$ cat src/rtl/serprog_pkg.sv
package serprog_pkg;
  localparam int BYTE_W = 8;
  localparam int FRAME_BITS = 2 * BYTE_W;

  typedef enum logic [2:0] {
    ST_IDLE,
    ST_LO,
    ST_HI,
    ST_HOLD,
    ST_COMMIT
  } seq_state_t;
endpackage

$ cat src/rtl/serprog_tick.sv
module serprog_tick #(
  parameter int DIV_W = 8
) (
  input  logic             clk,
  input  logic             rst_n,
  input  logic             run,
  input  logic             clr,
  input  logic [DIV_W-1:0] half,
  output logic             tick
);
  logic [DIV_W-1:0] cnt;
  logic [DIV_W-1:0] last;

  assign last = half - DIV_W'(1);
  assign tick = run && !clr && (cnt == last);

  always_ff @(posedge clk or negedge rst_n) begin
    if (!rst_n) begin
      cnt <= '0;
    end else if (!run || clr || tick) begin
      cnt <= '0;
    end else begin
      cnt <= cnt + DIV_W'(1);
    end
  end

  // the phase counter never passes the latched half-period
  p_phase_bound_r6: assert property (@(posedge clk) disable iff (!rst_n)
    (half != '0) |-> (cnt < half));
endmodule

$ cat src/rtl/serprog_hold.sv
module serprog_hold #(
  parameter int HOLD_CYC = 1250000,
  localparam int HW = $clog2(HOLD_CYC + 1)
) (
  input  logic clk,
  input  logic rst_n,
  input  logic load,
  output logic expired
);
  logic [HW-1:0] cnt;
  logic          active;

  assign expired = active && (cnt == '0);

  always_ff @(posedge clk or negedge rst_n) begin
    if (!rst_n) begin
      cnt    <= '0;
      active <= 1'b0;
    end else if (load) begin
      cnt    <= HW'(HOLD_CYC - 1);
      active <= 1'b1;
    end else if (active) begin
      if (cnt == '0) active <= 1'b0;
      else           cnt    <= cnt - HW'(1);
    end
  end

  // the delay ends once per load
  p_expire_once_r5: assert property (@(posedge clk) disable iff (!rst_n)
    expired |=> !expired);
endmodule

$ cat src/rtl/serprog_shift.sv
module serprog_shift
  import serprog_pkg::*;
(
  input  logic              clk,
  input  logic              rst_n,
  input  logic              load,
  input  logic              is_read,
  input  logic [BYTE_W-1:0] cmd,
  input  logic [BYTE_W-1:0] wdata,
  input  logic              adv,
  input  logic              cap,
  input  logic              sdo,
  output logic              cur_bit,
  output logic [BYTE_W-1:0] rx_byte
);
  logic [FRAME_BITS-1:0] tx;
  logic [BYTE_W-1:0]     rx;

  assign cur_bit = tx[0];
  assign rx_byte = rx;

  always_ff @(posedge clk or negedge rst_n) begin
    if (!rst_n) begin
      tx <= '0;
    end else if (load) begin
      tx <= {(is_read ? {BYTE_W{1'b0}} : wdata), cmd};
    end else if (adv) begin
      tx <= {1'b0, tx[FRAME_BITS-1:1]};
    end
  end

  always_ff @(posedge clk or negedge rst_n) begin
    if (!rst_n) begin
      rx <= '0;
    end else if (load) begin
      rx <= '0;
    end else if (cap) begin
      rx <= {sdo, rx[BYTE_W-1:1]};
    end
  end

  // the bit on the line changes only at a bit boundary or a reload
  p_tx_hold_r3: assert property (@(posedge clk) disable iff (!rst_n)
    (!load && !adv) |=> $stable(tx));
endmodule

$ cat src/rtl/serprog_master.sv
module serprog_master
  import serprog_pkg::*;
#(
  parameter int CLK_HZ  = 125000000,
  parameter int HOLD_US = 10000,
  parameter int DIV_W   = 8
) (
  input  logic             clk,
  input  logic             rst_n,
  input  logic             start,
  input  logic             rw_rd,
  input  logic [7:0]       cmd_byte,
  input  logic [7:0]       wr_byte,
  input  logic [DIV_W-1:0] half_cycles,
  output logic             busy,
  output logic             done,
  output logic [7:0]       rd_byte,
  output logic             prog_sclk,
  output logic             prog_en_n,
  output logic             prog_sdi,
  input  logic             prog_sdo
);
  localparam int HOLD_RAW = (CLK_HZ / 1000000) * HOLD_US;
  localparam int HOLD_CYC = (HOLD_RAW < 1) ? 1 : HOLD_RAW;
  localparam int CNT_W    = $clog2(FRAME_BITS + 1);
  localparam logic [CNT_W-1:0] LAST_BIT  = CNT_W'(FRAME_BITS - 1);
  localparam logic [CNT_W-1:0] FIRST_RSP = CNT_W'(BYTE_W);

  seq_state_t        state;
  logic [CNT_W-1:0]  bitcnt;
  logic              rw_q;
  logic [DIV_W-1:0]  half_q;
  logic              sclk_q, en_n_q, busy_q, done_q;
  logic [7:0]        rd_q;

  logic accept, tick, run, hold_load, hold_exp, adv, cap, cur_bit;
  logic [7:0] rx_byte;

  assign accept    = (state == ST_IDLE) && start;
  assign run       = (state == ST_LO) || (state == ST_HI) || (state == ST_COMMIT);
  assign hold_load = (state == ST_HI) && tick && (bitcnt == LAST_BIT) && !rw_q;
  assign adv       = (state == ST_HI) && tick && (bitcnt != LAST_BIT);
  assign cap       = (state == ST_LO) && tick && rw_q && (bitcnt >= FIRST_RSP);

  serprog_tick #(.DIV_W(DIV_W)) u_tick (
    .clk  (clk),
    .rst_n(rst_n),
    .run  (run),
    .clr  (accept),
    .half (half_q),
    .tick (tick)
  );

  serprog_hold #(.HOLD_CYC(HOLD_CYC)) u_hold (
    .clk    (clk),
    .rst_n  (rst_n),
    .load   (hold_load),
    .expired(hold_exp)
  );

  serprog_shift u_shift (
    .clk    (clk),
    .rst_n  (rst_n),
    .load   (accept),
    .is_read(rw_rd),
    .cmd    (cmd_byte),
    .wdata  (wr_byte),
    .adv    (adv),
    .cap    (cap),
    .sdo    (prog_sdo),
    .cur_bit(cur_bit),
    .rx_byte(rx_byte)
  );

  always_ff @(posedge clk or negedge rst_n) begin
    if (!rst_n) begin
      state  <= ST_IDLE;
      bitcnt <= '0;
      rw_q   <= 1'b0;
      half_q <= DIV_W'(1);
      sclk_q <= 1'b0;
      en_n_q <= 1'b1;
      busy_q <= 1'b0;
      done_q <= 1'b0;
      rd_q   <= '0;
    end else begin
      done_q <= 1'b0;
      unique case (state)
        ST_IDLE: begin
          if (start) begin
            rw_q   <= rw_rd;
            half_q <= (half_cycles == '0) ? DIV_W'(1) : half_cycles;
            bitcnt <= '0;
            en_n_q <= 1'b0;
            busy_q <= 1'b1;
            state  <= ST_LO;
          end
        end
        ST_LO: begin
          if (tick) begin
            sclk_q <= 1'b1;
            state  <= ST_HI;
          end
        end
        ST_HI: begin
          if (tick) begin
            sclk_q <= 1'b0;
            if (bitcnt != LAST_BIT) begin
              bitcnt <= bitcnt + CNT_W'(1);
              state  <= ST_LO;
            end else if (rw_q) begin
              rd_q   <= rx_byte;
              en_n_q <= 1'b1;
              busy_q <= 1'b0;
              done_q <= 1'b1;
              state  <= ST_IDLE;
            end else begin
              state  <= ST_HOLD;
            end
          end
        end
        ST_HOLD: begin
          if (hold_exp) begin
            sclk_q <= 1'b1;
            state  <= ST_COMMIT;
          end
        end
        ST_COMMIT: begin
          if (tick) begin
            sclk_q <= 1'b0;
            en_n_q <= 1'b1;
            busy_q <= 1'b0;
            done_q <= 1'b1;
            state  <= ST_IDLE;
          end
        end
        default: state <= ST_IDLE;
      endcase
    end
  end

  assign prog_sclk = sclk_q;
  assign prog_en_n = en_n_q;
  assign prog_sdi  = ((state == ST_LO) || (state == ST_HI)) && cur_bit;
  assign busy      = busy_q;
  assign done      = done_q;
  assign rd_byte   = rd_q;

  // enable asserted only with the clock low
  p_enable_clk_low_r2: assert property (@(posedge clk) disable iff (!rst_n)
    $fell(prog_en_n) |-> !prog_sclk);
  // a high clock only inside an enabled window
  p_clk_in_window_r2: assert property (@(posedge clk) disable iff (!rst_n)
    prog_sclk |-> !prog_en_n);
  // data steady across a high phase
  p_sdi_steady_r3: assert property (@(posedge clk) disable iff (!rst_n)
    (prog_sclk && $past(prog_sclk)) |-> $stable(prog_sdi));
  // clock held low through the programming delay
  p_hold_clk_low_r5: assert property (@(posedge clk) disable iff (!rst_n)
    (state == ST_HOLD) |-> !prog_sclk);
  // done is a single pulse that ends the window
  p_done_single_r7: assert property (@(posedge clk) disable iff (!rst_n)
    done |=> !done);
  p_done_idle_r7: assert property (@(posedge clk) disable iff (!rst_n)
    done |-> (!busy && prog_en_n && !prog_sclk));
  // a strobe during a transaction does not touch latched settings
  p_start_ignored_r8: assert property (@(posedge clk) disable iff (!rst_n)
    ((state != ST_IDLE) && start) |=> ($stable(rw_q) && $stable(half_q)));
endmodule

$ cat config.mk
export PLATFORM = sky130hd
export DESIGN_NAME = serprog_master
export DESIGN_NICKNAME = d
export VERILOG_FILES = /design/src/rtl/serprog_pkg.sv /design/src/rtl/serprog_tick.sv /design/src/rtl/serprog_hold.sv /design/src/rtl/serprog_shift.sv /design/src/rtl/serprog_master.sv
export SDC_FILE = /design/constraint.sdc
export NUM_CORES = 1
export LEC_CHECK = 0
export BUFFER_PORTS_ARGS = -buffer_cell sky130_fd_sc_hd__clkbuf_2
export CORE_ASPECT_RATIO = 2
export CORE_MARGIN = 1.5
export CORE_UTILIZATION = 50
export CTS_CLUSTER_SIZE = 8
export DETAILED_ROUTE_END_ITERATION = 7
export PLACE_DENSITY = 0.69
export SYNTH_ARGS = -nofsm -noshare
export SYNTH_HDL_FRONTEND = slang
export SYNTH_SLANG_ARGS = --single-unit
$ cat constraint.sdc
create_clock -name clk -period 6 [get_ports clk]
set_input_delay 0.3 -clock clk [delete_from_list [all_inputs] [get_ports clk]]
set_output_delay 0.3 -clock clk [all_outputs]
set_load 0.05 [all_outputs]
# [Word level (Yosys, flattened, before mapping)]
# Index checks and enable logic that the tools add are counted.
[word_totals] elab_cells=117 regBits=83 output_inout_bits=13
[classes] eq_ne=17 bitwise_logic=1 reduce_logical=36 n_lt_le_gt_ge=1 n_mux=44 addsub=4
[op_table] cell="$mux W21" count=3
[op_table] cell="$mux W8" count=5
[op_table] cell="$mux W16" count=2
[op_table] cell="$logic_not A21 Y1" count=1
[op_table] cell="$sub A21 B1 Y21 const B" count=1
[op_table] cell="$mux W1" count=18
[op_table] cell="$ne A2 B2 Y1 const B" count=8
[op_table] cell="$mux W3" count=5
[op_table] cell="$mux W5" count=3
[op_table] cell="$pmux W3 S5" count=1
[op_table] cell="$logic_and A1 B1 Y1" count=12
[op_table] cell="$reduce_and A4 Y1" count=3
[op_table] cell="$pmux W5 S2" count=1
[op_table] cell="$pmux W1 S3" count=3
[op_table] cell="$add A8 B1 Y8 const B" count=1
[op_table] cell="$eq A8 B8 Y1" count=1
[op_table] cell="$logic_not A8 Y1" count=1
[op_table] cell="$reduce_bool A2 Y1" count=4
[op_table] cell="$sub A8 B1 Y8 const B" count=1
[op_table] cell="$eq A3 B2 Y1 const B" count=2
[op_table] cell="$reduce_and A6 Y1" count=1
[op_table] cell="$reduce_bool A3 Y1" count=2
[op_table] cell="$add A5 B1 Y5 const B" count=1
[op_table] cell="$eq A5 B4 Y1 const B" count=1
[op_table] cell="14 further kinds" count=22

# [Depth between registers and ports, before layout]
[logic_depth] depth_word=10 ltp_mapped=10 mapped_depth_nobuf=8

# [Modules after synthesis]
# Synthesis repeated with hierarchy kept, for this count alone.
[unflattened] cells_unflattened=443 hier_area_um2=4601.9
[modules_own_cells] module="serprog_master" instances=1 cells_per_inst=120 area_each_um2=1365.1
[modules_own_cells] module="serprog_hold" instances=1 cells_per_inst=138 area_each_um2=1333.8
[modules_own_cells] module="serprog_shift" instances=1 cells_per_inst=90 area_each_um2=1076.0
[modules_own_cells] module="serprog_tick" instances=1 cells_per_inst=95 area_each_um2=827.0

# [Worst setup path before layout]
# OpenSTA, ideal clock, no wires.
[synth_path] path_kind="reg2reg" from="reg half_q[0]" to="reg u_shift.tx[15]" slack_ns=3.566 arrival_ns=2.312 period_less_slack_ns=2.434 setup_time_ns=0.122 required_ns=5.878 path_buffers=2 stages_incl_launch_ff=10 path_cell_list="dfstp_2 -> inv_1 -> ha_1 -> nor3b_1 -> xnor2_1 -> and4_1 -> clkbuf_1 -> clkbuf_1 -> nand3_2 -> a32o_1"
[synth_via] elab_chain_cells=6
[synth_lines] item="from (decl)" line_no="serprog_master.sv:32" source="logic [DIV_W-1:0] half_q;"
[synth_lines] item="from (signal assigned)" line_no="serprog_master.sv:92" source="half_q <= (half_cycles == '0) ? DIV_W'(1) : half_cycles;"
[synth_lines] item="$sub A8 B1 Y8" line_no="serprog_tick.sv:14" source="assign last = half - DIV_W'(1);"
[synth_lines] item="$eq A8 B8 Y1" line_no="serprog_tick.sv:15" source="assign tick = run && !clr && (cnt == last);"
[synth_lines] item="$logic_and A1 B1 Y1" line_no="serprog_tick.sv:15"
[synth_lines] item="$logic_and A1 B1 Y1 (2 in a row)" line_no="serprog_master.sv:42" source="assign adv = (state == ST_HI) && tick && (bitcnt != LAST_BIT);"
[synth_lines] item="$reduce_bool A2 Y1 (no line)"
[synth_lines] item="to (signal assigned)" line_no="serprog_shift.sv:26" source="tx <= {(is_read ? {BYTE_W{1'b0}} : wdata), cmd};"
[synth_lines] item="to (signal assigned)" line_no="serprog_shift.sv:28" source="tx <= {1'b0, tx[FRAME_BITS-1:1]};"
[synth_lines] item="to (decl)" line_no="serprog_shift.sv:16" source="logic [FRAME_BITS-1:0] tx;"
# Every way passes these cells.
# A chain may end at the register's enable or synchronous reset.

# [Worst setup path in the final report]
[layout_path] from="reg half_q[0]" to="reg u_hold.cnt[0]"
[layout_via] elab_chain_cells=8
[layout_lines] item="$sub A8 B1 Y8 *" line_no="serprog_tick.sv:14"
[layout_lines] item="$eq A8 B8 Y1 *" line_no="serprog_tick.sv:15"
[layout_lines] item="$logic_and A1 B1 Y1 *" line_no="serprog_tick.sv:15"
[layout_lines] item="$logic_and A1 B1 Y1 * (3 in a row)" line_no="serprog_master.sv:41" source="assign hold_load = (state == ST_HI) && tick && (bitcnt == LAST_BIT) && !rw_q;"
[layout_lines] item="$ne A2 B2 Y1 (no line) / $reduce_bool A2 Y1 (equally long branches)"
[layout_lines] item="$reduce_and A2 Y1 (no line)"
[layout_lines] item="to (signal assigned)" line_no="serprog_hold.sv:20" source="cnt <= HW'(HOLD_CYC - 1);"
[layout_lines] item="to (signal assigned)" line_no="serprog_hold.sv:24" source="else cnt <= cnt - HW'(1);"
[layout_lines] item="to (decl)" line_no="serprog_hold.sv:10" source="logic [HW-1:0] cnt;"
# Mark *: on every way between the ends. The rest lies on a longest branch, timed or not.

==> out/metrics.csv <==
stage,metric,value,unit
run_status,outcome,completed,
setup_path,rr_worst_depth,8,
routing,num_vias,3584,
routing,drc,0,
synth,yosysWarnings,0,
power_and_ir_drop,power.leakage,0.00242,uW
clocking,path_clk_slew,0.07,ns
routing,ant_nets,0,
synth,ys.flop_type,dfrtp_1,
timing,fmax,290,MHz
timing,slew_viol_final,0,
global_route,grt_usage,24.1,%
final_layout,nets,523,
final_layout,drive_gt1_share,16.0,%
final_layout,fin_area,5020,um^2
synth,syn_inst,460,
die,io_pins,42,
die,fp.dieH,136,um
timing,rsz0062_at_grt,false,
synth,avgSynthCellArea,9.63,um^2
global_route,busiest_layer,met2,
synth,syn_area,4430,um^2
clocking,cts_tree,yes,
timing,skew,0.00719,ns
timing,min_period,3.44,ns
worst_hold_path,hold_path.class,primary input to async pin,
die,coreArea,8590,um^2
die,die-area,9470,um^2
placed_design,port_buffers,41,
clocking,cts.sinks,83,
final_layout,syn_to_final_growth,13.2,%
clocking,clockBufferDepth,2,
synth,synth-seq-cells,83,
final_layout,layout_common_cells,"dfrtp_1, nand2_1, clkbuf_2, nor2_1, nand3_1",
timing,setup_tns,0,ns
die,rows,48,
global_route,grt_max_degree,84,
setup_path,crit_fanout,15,
die,initial_core_util,51.6,%
global_route,grt_util_met1,26.6,%
timing,slew_headroom,27.8,%
setup_path,worstPathRequired,6.25,ns
die,fp.dieW,69.6,um
synth,synth-async-reset-ratio,100,%
final_layout,final_common_cell,dfrtp_1,
setup_path,cp-end-kind,flop,
timing,finalSetupViolCount,0,
routing,routed_wirelength,10.7,mm
timing,worst_pin_slew,1.08,ns
setup_path,worstSetupPathType,flop to flop,
routing,routedWlPerCell,18.0,um
global_route,grt_pass1_wl,17.9,mm
clocking,cts-root-buf,clkbuf_16,
timing,final-hold-violation-count,0,
clocking,clk_latency,0.34,ns
synth,syn_nets,494,
setup_path,worst_setup_path_start_kind,flop,
flow_run,max_cap_violations,0,
clocking,htreeDepth,3,
final_layout,antenna_cells,0,
synth,yosysSeqAreaShare,46.9,%
global_route,met2_usage,44.7,%
placed_design,place_hpwl,7.69,mm
power_and_ir_drop,power_density,464,nW/um^2
placed_design,routabilityCongestion,0.861,
placed_design,place_area,4670,um^2
routing,detail_route.vias_per_cell,6.03,
routing,first_pass_iters,4,
routing,drtIter0Drc,196,
global_route,first_global_vias,3690,
global_route,grt_antenna_before_repair,0,
clocking,ctsResizeCount,0,
timing,fin_crit_sh,57.4,%
clocking,cts_setup_buffers,0,
clocking,cts_buffers,9,
global_route,use_met3,3.63,%
synth,ys_types,62,
global_route,grt-ovfl-total,0,
synth,synth_edf_count,0,
power_and_ir_drop,ir_drop,0.231,mV
setup_path,cp.arrival,3.69,ns
clocking,cts_hold_buf,0,
-- registers in the layout, summed over array words and instances, names as in the netlist, 3 cells and up --
register         count
bitcnt               5
half_q               8
rd_byte              8
state                3
u_hold.cnt          21
u_shift.rx_byte      8
u_shift.tx          16
u_tick.cnt           8
-- worst max-delay path, cell delays in order, from the launching register on --
cell and delay [ns]:
dfstp_2 0.58, inv_1 0.07, ha_1 0.28, nor3b_1 0.18
xnor2_1 0.18, nand4_1 0.59, a211oi_1 0.65, nand4_1 0.57
o21ai_0 0.24
-- cell type report --
class                           instances  area (um^2)
Multi-Input combinational cell        341         2200
Clock inverter                          6          113
Timing Repair Buffer                   43          223
Sequential cell                        83         2080
Tap cell                              100          125
Clock buffer                           10          239
Fill cell                             737         3570
Inverter                               11         41.3
-- where the power goes --
group | switching, uW | internal [uW]
Combinational | 597 | 288
Sequential | 127 | 668
Clock | 229 | 419
-- cells in the mapped netlist, drive strengths merged (9+ instances only) --
library cell | instances | area [um^2]
clkbuf | 18 | 67.6
dfrtp | 81 | 2030
inv | 10 | 37.5
mux2i | 13 | 130
nand2 | 75 | 282
nand3 | 22 | 115
nand4 | 10 | 75.1
nor2 | 33 | 126
nor3 | 17 | 85.1
nor4 | 10 | 77.6
o211ai | 14 | 110
o21ai | 11 | 55.1
o31ai | 9 | 77.6
xnor2 | 16 | 140
xor2 | 17 | 149
-- through the flow --
stage | hold WS, ns | total power [uW] | cells | setup WS [ns] | utilization [%]
2_1_floorplan | 0.00441 | 1490 | 460 | 3.57 | -
3_5_place_dp | 0.488 | 1670 | 578 | 2.61 | 54.3
4_1_cts | 0.166 | 2330 | 594 | 2.61 | 58.4
3_3_place_gp | 0.482 | 1650 | 578 | 2.81 | 54.3
5_1_grt | 0.198 | 2470 | 594 | 2.18 | 58.4
6_report | 0.134 | 2330 | 594 | 2.56 | 58.4
-- per-layer routing --
| layer | vias to the layer above | share of wire [%] | wire length, um |
|---|---|---|---|
| li1 | 1722 | - | - |
| met2 | 76 | 56 | 6040 |
| met4 | 0 | 2.6 | 276 |
| met3 | 23 | 3.2 | 344 |
| met5 | - | 0 | 0 |
| met1 | 1763 | 38 | 4030 |
-- path summary, 6_finish.rpt --
path	endpoint	slack, ns	start
min reg2reg	half_q[7]$_DFFE_PN0P_	0.50	half_q[7]$_DFFE_PN0P_
max in group asynchronous	u_shift.tx[9]$_DFFE_PN0P_	5.14	rst_n
min in group clk	half_q[4]$_DFFE_PN0P_	0.17	half_cycles[4]
min	u_tick.cnt[6]$_DFF_PN0_	0.13	rst_n
max	u_hold.cnt[0]$_DFFE_PN0P_	2.56	half_q[0]$_DFFE_PN1P_
max reg2reg	u_hold.cnt[0]$_DFFE_PN0P_	2.56	half_q[0]$_DFFE_PN1P_
-- cell families after synthesis --
kind of cell	share of synthesized area (%)
AO/OA/AOI/OAI	12.9
XOR/XNOR	6.52
adder cells (fa/ha/maj)	1.41
buffers and inverters	3.47
flip-flops	46.9
multiplexers	4.97
AND/OR/NAND/NOR	23.8
Power figures use the tool's default switching activity.
